## src/rtl/pla_pkg.sv

```systemverilog
package pla_pkg;
    localparam int unsigned PLA_NUM_IN  = 4;
    localparam int unsigned PLA_NUM_OUT = 4;
    localparam int unsigned PLA_TERMS   = 1 << PLA_NUM_IN;
    localparam int unsigned PLA_PROG_W  = PLA_TERMS * PLA_NUM_OUT;

    typedef logic [PLA_NUM_IN-1:0]  in_vec_t;
    typedef logic [PLA_TERMS-1:0]   term_vec_t;
    typedef logic [PLA_NUM_OUT-1:0] out_vec_t;
    typedef logic [PLA_PROG_W-1:0]  prog_vec_t;

    // One write request to the crosspoint store.
    typedef struct packed {
        logic      we;
        prog_vec_t data;
    } prog_req_t;

    // Bit position of the crosspoint joining minterm k to output j.
    function automatic int unsigned xpt_index(int unsigned out_j, int unsigned term_k);
        return out_j * PLA_TERMS + term_k;
    endfunction
endpackage

```

## src/rtl/pla_minterm_decoder.sv

```systemverilog
module pla_minterm_decoder #(
    parameter int unsigned NUM_IN = pla_pkg::PLA_NUM_IN,
    localparam int unsigned TERMS = 1 << NUM_IN
) (
    input  logic              clk,
    input  logic              rst,
    input  logic [NUM_IN-1:0] in_i,
    output logic [TERMS-1:0]  term_o
);
    // True and inverted literals feed every product term.
    logic [NUM_IN-1:0] lit_true;
    logic [NUM_IN-1:0] lit_inv;

    assign lit_true = in_i;
    assign lit_inv  = ~in_i;

    for (genvar k = 0; k < TERMS; k++) begin : g_term
        logic [NUM_IN-1:0] picked;
        for (genvar b = 0; b < NUM_IN; b++) begin : g_lit
            if (((k >> b) & 1) == 1) begin : g_pos
                assign picked[b] = lit_true[b];
            end else begin : g_neg
                assign picked[b] = lit_inv[b];
            end
        end
        assign term_o[k] = &picked;
    end

    // the term indexed by the input is the only active one.
    assert_single_term_R2: assert property (@(posedge clk) disable iff (rst)
        $onehot(term_o) && term_o[in_i]);
endmodule

```

## src/rtl/pla_prog_store.sv

```systemverilog
module pla_prog_store
    import pla_pkg::*;
(
    input  logic      clk,
    input  logic      rst,
    input  prog_req_t req_i,
    output prog_vec_t prog_o
);
    prog_vec_t prog_q;

    always_ff @(posedge clk) begin
        if (rst) begin
            prog_q <= '0;
        end else if (req_i.we) begin
            prog_q <= req_i.data;
        end
    end

    assign prog_o = prog_q;

    // reset leaves an empty program, even with a write pending.
    assert_reset_clears_R1: assert property (@(posedge clk)
        rst |=> (prog_o == '0));

    // a strobed write lands in full on the next edge.
    assert_write_loads_R4: assert property (@(posedge clk) disable iff (rst)
        req_i.we |=> (prog_o == $past(req_i.data)));

    // without the strobe the program does not move.
    assert_hold_without_we_R5: assert property (@(posedge clk) disable iff (rst)
        !req_i.we |=> $stable(prog_o));
endmodule

```

## src/rtl/pla_or_column.sv

```systemverilog
module pla_or_column #(
    parameter int unsigned TERMS = pla_pkg::PLA_TERMS
) (
    input  logic             clk,
    input  logic             rst,
    input  logic [TERMS-1:0] enable_i,
    input  logic [TERMS-1:0] term_i,
    output logic             out_o
);
    // A cleared crosspoint gates its minterm to 0 before the OR.
    logic [TERMS-1:0] gated;

    assign gated = enable_i & term_i;
    assign out_o = |gated;

    // an empty column never drives a 1.
    assert_empty_column_R6: assert property (@(posedge clk) disable iff (rst)
        (enable_i == '0) |-> !out_o);

    // a full column always drives a 1 (one minterm is always live).
    assert_full_column_R8: assert property (@(posedge clk) disable iff (rst)
        (&enable_i) |-> out_o);
endmodule

```

## src/rtl/pla_or_plane_top.sv

```systemverilog
module pla_or_plane_top
    import pla_pkg::*;
(
    input  logic                  clk,
    input  logic                  rst,
    input  logic [PLA_NUM_IN-1:0] in_bits,
    input  logic                  prog_we,
    input  logic [PLA_PROG_W-1:0] prog_data,
    output logic [PLA_NUM_OUT-1:0] out_bits
);
    prog_req_t wr_req;
    prog_vec_t prog;
    term_vec_t terms;
    out_vec_t  col_out;

    assign wr_req.we   = prog_we;
    assign wr_req.data = prog_data;

    pla_prog_store u_store (
        .clk    (clk),
        .rst    (rst),
        .req_i  (wr_req),
        .prog_o (prog)
    );

    pla_minterm_decoder #(.NUM_IN(PLA_NUM_IN)) u_and_plane (
        .clk    (clk),
        .rst    (rst),
        .in_i   (in_bits),
        .term_o (terms)
    );

    for (genvar j = 0; j < PLA_NUM_OUT; j++) begin : g_col
        pla_or_column #(.TERMS(PLA_TERMS)) u_col (
            .clk      (clk),
            .rst      (rst),
            .enable_i (prog[j*PLA_TERMS +: PLA_TERMS]),
            .term_i   (terms),
            .out_o    (col_out[j])
        );

        // a high output needs its crosspoint at the live minterm set.
        assert_out_needs_xpt_R3: assert property (@(posedge clk) disable iff (rst)
            col_out[j] |-> prog[xpt_index(j, in_bits)]);

        // with its crosspoint cleared, an output stays low whatever the rest hold.
        assert_column_isolated_R9: assert property (@(posedge clk) disable iff (rst)
            !prog[xpt_index(j, in_bits)] |-> !col_out[j]);
    end

    assign out_bits = col_out;
endmodule

```

## config.mk

```make
export PLATFORM = sky130hd
export DESIGN_NAME = pla_or_plane_top
export DESIGN_NICKNAME = d
export VERILOG_FILES = /design/src/rtl/pla_pkg.sv /design/src/rtl/pla_minterm_decoder.sv /design/src/rtl/pla_prog_store.sv /design/src/rtl/pla_or_column.sv /design/src/rtl/pla_or_plane_top.sv
export SDC_FILE = /design/constraint.sdc
export NUM_CORES = 1
export LEC_CHECK = 0
export CAP_MARGIN = 20
export CORE_UTILIZATION = 40
export CTS_BUF_LIST = sky130_fd_sc_hd__clkbuf_16
export CTS_CLUSTER_DIAMETER = 200
export CTS_CLUSTER_SIZE = 10
export DETAILED_ROUTE_END_ITERATION = 12
export PLACE_DENSITY = 0.65
export SYNTH_ARGS = -nofsm -noshare
export SYNTH_HDL_FRONTEND = slang
export SYNTH_SLANG_ARGS = --single-unit
```

## constraint.sdc

```tcl
create_clock -name clk -period 4.05 [get_ports clk]
set_input_delay 0.405 -clock clk [delete_from_list [all_inputs] [get_ports clk]]
set_output_delay 0.405 -clock clk [all_outputs]
set_load 0.05 [all_outputs]
```

# After elaboration in Yosys (flattened, before gate mapping)
# Index checks and enable logic that the tools add are counted.
[word_totals]
register_bits = 64
ram_bits = 0
wordCells = 26
output_inout_bits = 4
inputBits = 71
memories = 0
latch_bits = 0
mem_bits_ro = 0
[classes]
n_eq_ne = 0
div = 0
n_bitwise = 5
mul = 0
n_addsub = 0
n_lt_le_gt_ge = 0
muxes = 0
shift = 0
n_reduce_logical = 20
[ops]
columns = ["operator", "n"]
rows = [
  ["AND 16 bit", 4],
  ["AND reduction 4 bit", 16],
  ["OR reduction 16 bit", 4],
  ["NOT 4 bit", 1],
]

# Longest topological paths before layout
# Gate-level depths: netlist of run 1.
[logic_depth]
depth_word = 4
depth_mapped = 7

# Hierarchy
# A second synthesis of run 1 with hierarchy kept.
[unflattened]
hier_cells = 262
area_unflattened_um2 = 2922.8
[by_module_without_submodules]
columns = ["module", "cells_each", "n_inst", "area_per_inst_um2", "seq_area_each_um2"]
rows = [
  ["pla_prog_store", 206, 1, 2290.9, 1281.2],
  ["pla_or_column", 9, 4, 101.3, 0.0],
  ["pla_minterm_decoder", 20, 1, 226.5, 0.0],
]

# Worst setup path after synthesis of run 1
# No wires, ideal clock.
[synth_path]
path_type = "input to output"
startpoint = "input in_bits[3]"
endpoint = "output out_bits[0]"
n_path_buf = 3
cell_stages = 7
arrival_ns = 1.655
setup_slack_ns = 1.990
cell_sequence = "buf_6 > nor2b_4 > buf_6 > a22oi_1 > o22ai_1 > or4_1 > buf_4"
[synth_between]
elab_chain_len = 4
word_cells_on_any_way = 19
cone_classes = "2 x bitwise; 17 x reduce/logical"
[synth_lines]
columns = ["element", "line_no", "text"]
rows = [
  ["start, declared", "pla_or_plane_top.sv:6", "input logic [PLA_NUM_IN-1:0] in_bits,"],
  ["NOT 4 bit", "pla_minterm_decoder.sv:15", "assign lit_inv = ~in_i;"],
  ["AND reduction 4 bit", "pla_minterm_decoder.sv:26", "assign term_o[k] = &picked;"],
  ["AND 16 bit (*)", "pla_or_column.sv:13", "assign gated = enable_i & term_i;"],
  ["OR reduction 16 bit (*)", "pla_or_column.sv:14", "assign out_o = |gated;"],
  ["end, declared", "pla_or_plane_top.sv:9", "output logic [PLA_NUM_OUT-1:0] out_bits"],
]
# Every way passes the cells marked *; elsewhere a longest branch is shown, timed or not.

# Final worst setup path of run 1
[layout_path]
startpoint = "input in_bits[1]"
endpoint = "output out_bits[2]"
# The elaborated chain is that of the path after synthesis.

==> flow_metrics.tcl, run 1 <==
set metrics [dict create \
    status "complete, no violations" \
    dpl.cell_count 460 \
    hold_class "reg2reg" \
    tightest_slew_ns 1.06 \
    synthesis.area_um2 2960 \
    synth-seq-area-share_pct 43.2 \
    power_density_nw_per_um2 429 \
    worst-path-buf-inv 3 \
    synth_edf_count 0 \
    cts_max_level 3 \
    cp_top_family "buffers and inverters" \
    yosys_register_bits 64 \
    crit_top_cell "clkdlybuf4s50_1" \
    slew-limit-headroom_pct 29.5 \
    cts_tree "yes" \
    start_util_pct 41.1 \
    die_h_um 88.1 \
    drive_above_1_share_pct 5.57 \
    hp-start "u_store.prog_o[38]$_SDFFE_PP0P_" \
    synthCells 313 \
    syn_to_final_growth_pct 35.1 \
    dr_wl_met2_um 3230 \
    cts_sinks 64 \
    crit_chain "clkdlybuf4s50_1 -> buf_4 -> nand2_1 -> o22a_1 -> a32oi_1 -> or4_1 -> clkdlybuf4s50_1" \
    clock_path_buffers 2 \
    tns_ns 0 \
    cts_resized 0 \
    fillCellCount 693 \
    dp_hpwl_um 4850 \
    avgRoutedWirePerCell_um 15.3 \
    route.met3.wl_um 446 \
    period_needed_ns 3.44 \
    grt-ovfl-total 0 \
    mostFrequentLayoutCells "clkdlybuf4s50_1 (72), mux2i_1 (68), nor2_1 (66)" \
    critPathCaptureType "output pin" \
    synthArstFlopShare_pct 0 \
    nets 444 \
    synth-warning-count 0 \
    grt_usage_pct 19.7 \
    antenna_left 0 \
    rr_endpoint "u_store.prog_o[51]$_SDFFE_PP0P_" \
    cp_max_fo 21 \
    worstHoldEndpoint "u_store.prog_o[38]$_SDFFE_PP0P_" \
    worstSetupStartpoint "in_bits[1]" \
    syn_avg_cell_area_um2 9.47 \
    antenna_found_initial 0 \
    insertion_delay_ns 0.33 \
    max_cap_violations 0 \
    largest_reg_flops 64 \
    clk_pin_slew_worst_paths_ns 0.05 \
    ir_worst_vdd_mv 0.233 \
    crit_path_top_delay_cell "clkdlybuf4s50_1" \
    worstPathArrival_ns 3.04 \
    grt_max_degree 65 \
    final-seq-area_um2 1280 \
    rr_worst_depth 2 \
    synth_top_area_share_pct 43.2 \
    drtPass1Iterations 5 \
    post_cts_buffers 0 \
    timing.fmax_mhz 291 \
    yosys_most_used_dff "dfxtp_1" \
    startpoint_type "input port" \
    met1_length_um 3510 \
    finalHoldViolations 0 \
    r2r-start "u_store.prog_o[51]$_SDFFE_PP0P_" \
    rsz0062_at_grt "no" \
    cpPeakStageDelay_ns 0.73 \
    setup_viol 0 \
    cts_buffers 9 \
    via_per_inst 5.12 \
    leakagePower_nw 1.64 \
    fin_ws_ns 0.610 \
    grt_pass1_wl_um 11400 \
    reg2reg_slack_ns 3.40 \
    final_common_cell "clkdlybuf4s50_1" \
    hold_depth 2 \
    wl_um 7290 \
    num_io_pins 75 \
    cts_root_buf "clkbuf_16" \
    synth_largest_area_cell "dfxtp_1" \
    final_cell_count_no_fill 476 \
    fin_worst_skew_ns 0 \
    first_global_vias 2248 \
    remaining_drc_errors 0 \
    cts_hold_buf 0 \
    multi_input_comb_area_um2 1490 \
    dr_total_vias 2439 \
    coreArea_um2 7210 \
    die_w_um 88.1 \
    ys_types 24 \
    critical_path_cell_count 7 \
    worst-setup-path-type "in2out" \
    gp_congestion 0.822 \
    dpl_worst_slack_ns 0.632 \
    drt_iter0_drc 133 \
    drv_slew 0 \
    port_buffers 74 \
    cp.required_ns 3.64 \
    dieArea_um2 7760 \
    n_antenna_cell 0 \
    num_rows 31 \
    synth_fp_nets 384 \
    post-route-util_pct 55.5 \
    synth_area_leaders "dfxtp_1 (43%), mux2i_1 (23%), nor2_1 (8.4%)" \
    top_layer "met4" \
    period_share_pct 84.9 \
]
==> metrics by stage <==
| stage | power [mW] | hold WS, ns | instance area, um2 |
|---|---|---|---|
| finish | 1.72 | 0.488 | 4000 |
| global route | 1.78 | 0.516 | 4000 |
| CTS | 1.73 | 0.491 | 3980 |
| detailed placement | 0.939 | 0.477 | 3680 |
| global placement | 0.937 | 0.466 | 3680 |
| floorplan | 0.840 | 0.452 | 2960 |
==> synth_stat cells (all sizes together), types with 4 or more instances <==
library cell / number
nor2: 66
o22ai: 8
nand3: 4
o22a: 4
nor3b: 4
nand2: 9
a32oi: 4
o32a: 4
buf: 22
dfxtp: 64
clkbuf: 9
nand4b: 8
inv: 4
a22oi: 8
nand2b: 8
or4: 4
a21boi: 4
a31oi: 8
mux2i: 68
==> layer usage <==
layer  vias up  global-route usage, %
li1       1216                      -
met3        13                   4.62
met1      1125                   27.7
met4         0                   8.65
met5         -                      0
met2        85                   28.7
==> area by class of cell <==
type                    count  share of cell area (%)
clock inverters             6                    1.91
multi-input cells         214                    37.2
clock buffers               9                    5.63
well taps                  99                    3.09
inverters                   4                   0.375
repair buffers             80                    19.8
flip-flops and latches     64                    32.0
==> logic make-up after synthesis <==
kind of cell | after synthesis | synth area share, %
AND/OR/NAND/NOR | 106 | 17.2
multiplexers | 68 | 23.0
flip-flops | 64 | 43.2
AO/OA/AOI/OAI | 40 | 10.1
buffers and inverters | 35 | 6.46
==> worst max-delay path by stage <==
| stage | end | slack [ns] |
|---|---|---|
| global route | out_bits[3] | 0.48 |
| detailed placement | out_bits[2] | 0.63 |
| finish | out_bits[2] | 0.61 |
| CTS | out_bits[2] | 0.63 |
| floorplan | out_bits[0] | 1.99 |
| global placement | out_bits[2] | 0.65 |
==> report_power, final <==
group	internal, mW	switching, mW	leakage (nW)
clock network	0.526	0.261	0.152
registers	0.669	0.0229	0.529
logic	0.128	0.109	0.963
total	1.32	0.393	1.64
==> worst reg2reg max path: stages (launching register included) <==
cell     delay, ns
dfxtp_1       0.39
mux2i_1       0.09
nor2_1        0.11
No activity file was read; power rests on OpenSTA's default activity.
==> inputs of run 2 (changes only) <==
- PLACE_DENSITY: 0.65 -> 0.68
- clock period: 4.05 -> 3 ns (I/O delays scaled with it)
==> run 2 against run 1 <==
Against the previous run:
- cell count is 0.42% higher
- largest cell class unchanged
- critical endpoint is now out_bits[3]
- combinational power is 34% higher
- via count is 1.7% higher
- utilization is 0.23 points lower
- die area stayed put
- routed wire length is 0.27% higher
- clock skew stayed put
- final area is 0.41% lower
- register-to-register slack worse by 1.0 ns
- sequential share of layout area is 0.13 points higher
- power is 31% higher
- global-route usage is 0.33 points lower
==> flow_metrics.tcl, run 2 (same netlist as run 1, synthesis figures left out) <==
set metrics [dict create \
    status "complete, no violations" \
    cts_sinks 64 \
    rr_endpoint "u_store.prog_o[53]$_SDFFE_PP0P_" \
    dieArea_um2 7760 \
    wl_um 7310 \
    avgRoutedWirePerCell_um 15.3 \
    drv_slew 0 \
    period_share_pct 88.2 \
    crit_path_top_delay_cell "clkdlybuf4s50_1" \
    antenna_found_initial 0 \
    power_density_nw_per_um2 564 \
    syn_to_final_growth_pct 34.5 \
    fin_hold_ws_ns 0.295 \
    max_cap_violations 0 \
    post_cts_buffers 0 \
    cts_tree "yes" \
    dp_hpwl_um 4980 \
    dpl.cell_count 461 \
    grt_pass1_wl_um 11400 \
    fillCellCount 680 \
    port_buffers 74 \
    dr_total_vias 2480 \
    grt-ovfl-total 0 \
    r2r-start "u_store.prog_o[53]$_SDFFE_PP0P_" \
    largest_reg_flops 64 \
    leakagePower_nw 1.64 \
    cts_max_level 3 \
    num_rows 31 \
    die_h_um 88.1 \
    tightest_slew_ns 1.07 \
    worstPathArrival_ns 2.35 \
    clock_path_buffers 2 \
    grt_max_degree 65 \
    mostFrequentLayoutCells "mux2i_1 (68), clkdlybuf4s50_1 (68), nor2_1 (66)" \
    fin_worst_skew_ns 0 \
    cts_root_buf "clkbuf_16" \
    hp-start "rst" \
    hold_class "in2reg" \
    worstHoldEndpoint "u_store.prog_o[19]$_SDFFE_PP0P_" \
    tns_ns 0 \
    start_util_pct 41.1 \
    nets 445 \
    slew-limit-headroom_pct 28.8 \
    coreArea_um2 7210 \
    cts_resized 0 \
    setup_viol 0 \
    rsz0062_at_grt "no" \
    num_io_pins 75 \
    drtPass1Iterations 5 \
    finalHoldViolations 0 \
    die_w_um 88.1 \
    timing.fmax_mhz 378 \
    rr_worst_depth 2 \
    antenna_left 0 \
    startpoint_type "input port" \
    critPathCaptureType "output pin" \
    first_global_vias 2284 \
    hold_depth 2 \
    reg2reg_slack_ns 2.35 \
    drt_iter0_drc 236 \
    cts_hold_buf 0 \
    final_cell_count_no_fill 478 \
    via_per_inst 5.19 \
    cpPeakStageDelay_ns 0.58 \
    n_antenna_cell 0 \
    clk_pin_slew_worst_paths_ns 0.05 \
    crit_chain "clkdlybuf4s50_1 -> nand2b_1 -> o22a_1 -> a32oi_1 -> or4_1 -> buf_4" \
    ir_worst_vdd_mv 0.278 \
    cp_max_fo 8 \
    drive_above_1_share_pct 7.39 \
    cp.required_ns 2.70 \
    gp_congestion 0.855 \
    grt_usage_pct 19.4 \
    cts_buffers 9 \
    p_total_mw 2.25 \
    insertion_delay_ns 0.32 \
    worst-setup-path-type "in2out" \
    period_needed_ns 2.65 \
    remaining_drc_errors 0 \
]
run 2: cell types whose count changed in the layout (fill, tap and decap cells not counted):
cell and delta:
clkinvlp_4 +2, clkinv_2 +1, buf_4 +5, clkdlybuf4s50_1 -4, bufinv_16 -1, inv_1 -1
run 2: power breakdown:
part           internal, mW  switching, mW  leakage [nW]  total (mW)
registers             0.902         0.0318         0.529       0.934
logic                 0.172          0.148         0.973       0.320
clock network         0.633          0.362         0.136       0.995
run 2: area by class of cell:
class                      count  area, um2  area share (%)
clock inverter                 7       62.6            1.57
sequential                    64       1280            32.1
clock buffer                   9        225            5.65
multi-input combinational    214       1490            37.4
timing repair buffer          81        788            19.8
tap                           99        124            3.11
inverter                       4       15.0           0.377
run 2: metrics by stage:
stage / cell area [um2] / util [%] / setup WS (ns)
3_3_place_gp: 3680 / 51.0 / 0.363
5_1_grt: 3990 / 55.3 / 0.238
2_1_floorplan: 2960 / - / 1.15
4_1_cts: 3970 / 55.0 / 0.391
3_5_place_dp: 3680 / 51.0 / 0.392
6_report: 3990 / 55.3 / 0.355
run 2: routing by layer:
layer / track usage (%) / vias to the layer above / share of wire, %
li1: - / 1224 / -
met1: 27.6 / 1156 / 48
met2: 28.6 / 94 / 45
met3: 5.00 / 6 / 6.6
met4: 6.16 / 0 / 0.67
met5: 0 / - / 0
run 2: how the worst max path moves through the flow:
stage | endpoint | from | slack [ns]
floorplan | out_bits[0] | in_bits[3] | 1.15
global placement | out_bits[3] | in_bits[2] | 0.36
detailed placement | out_bits[3] | in_bits[2] | 0.39
CTS | out_bits[3] | in_bits[2] | 0.39
global route | out_bits[3] | in_bits[2] | 0.24
finish | out_bits[3] | in_bits[2] | 0.35
run 2: critical path: cells and delay by family:
| kind | cells | cell delay, ns |
|---|---|---|
| buffers and inverters | 2 | 0.79 |
| AOI/OAI and AO/OA | 2 | 0.31 |
| and+or+nand+nor | 2 | 0.94 |
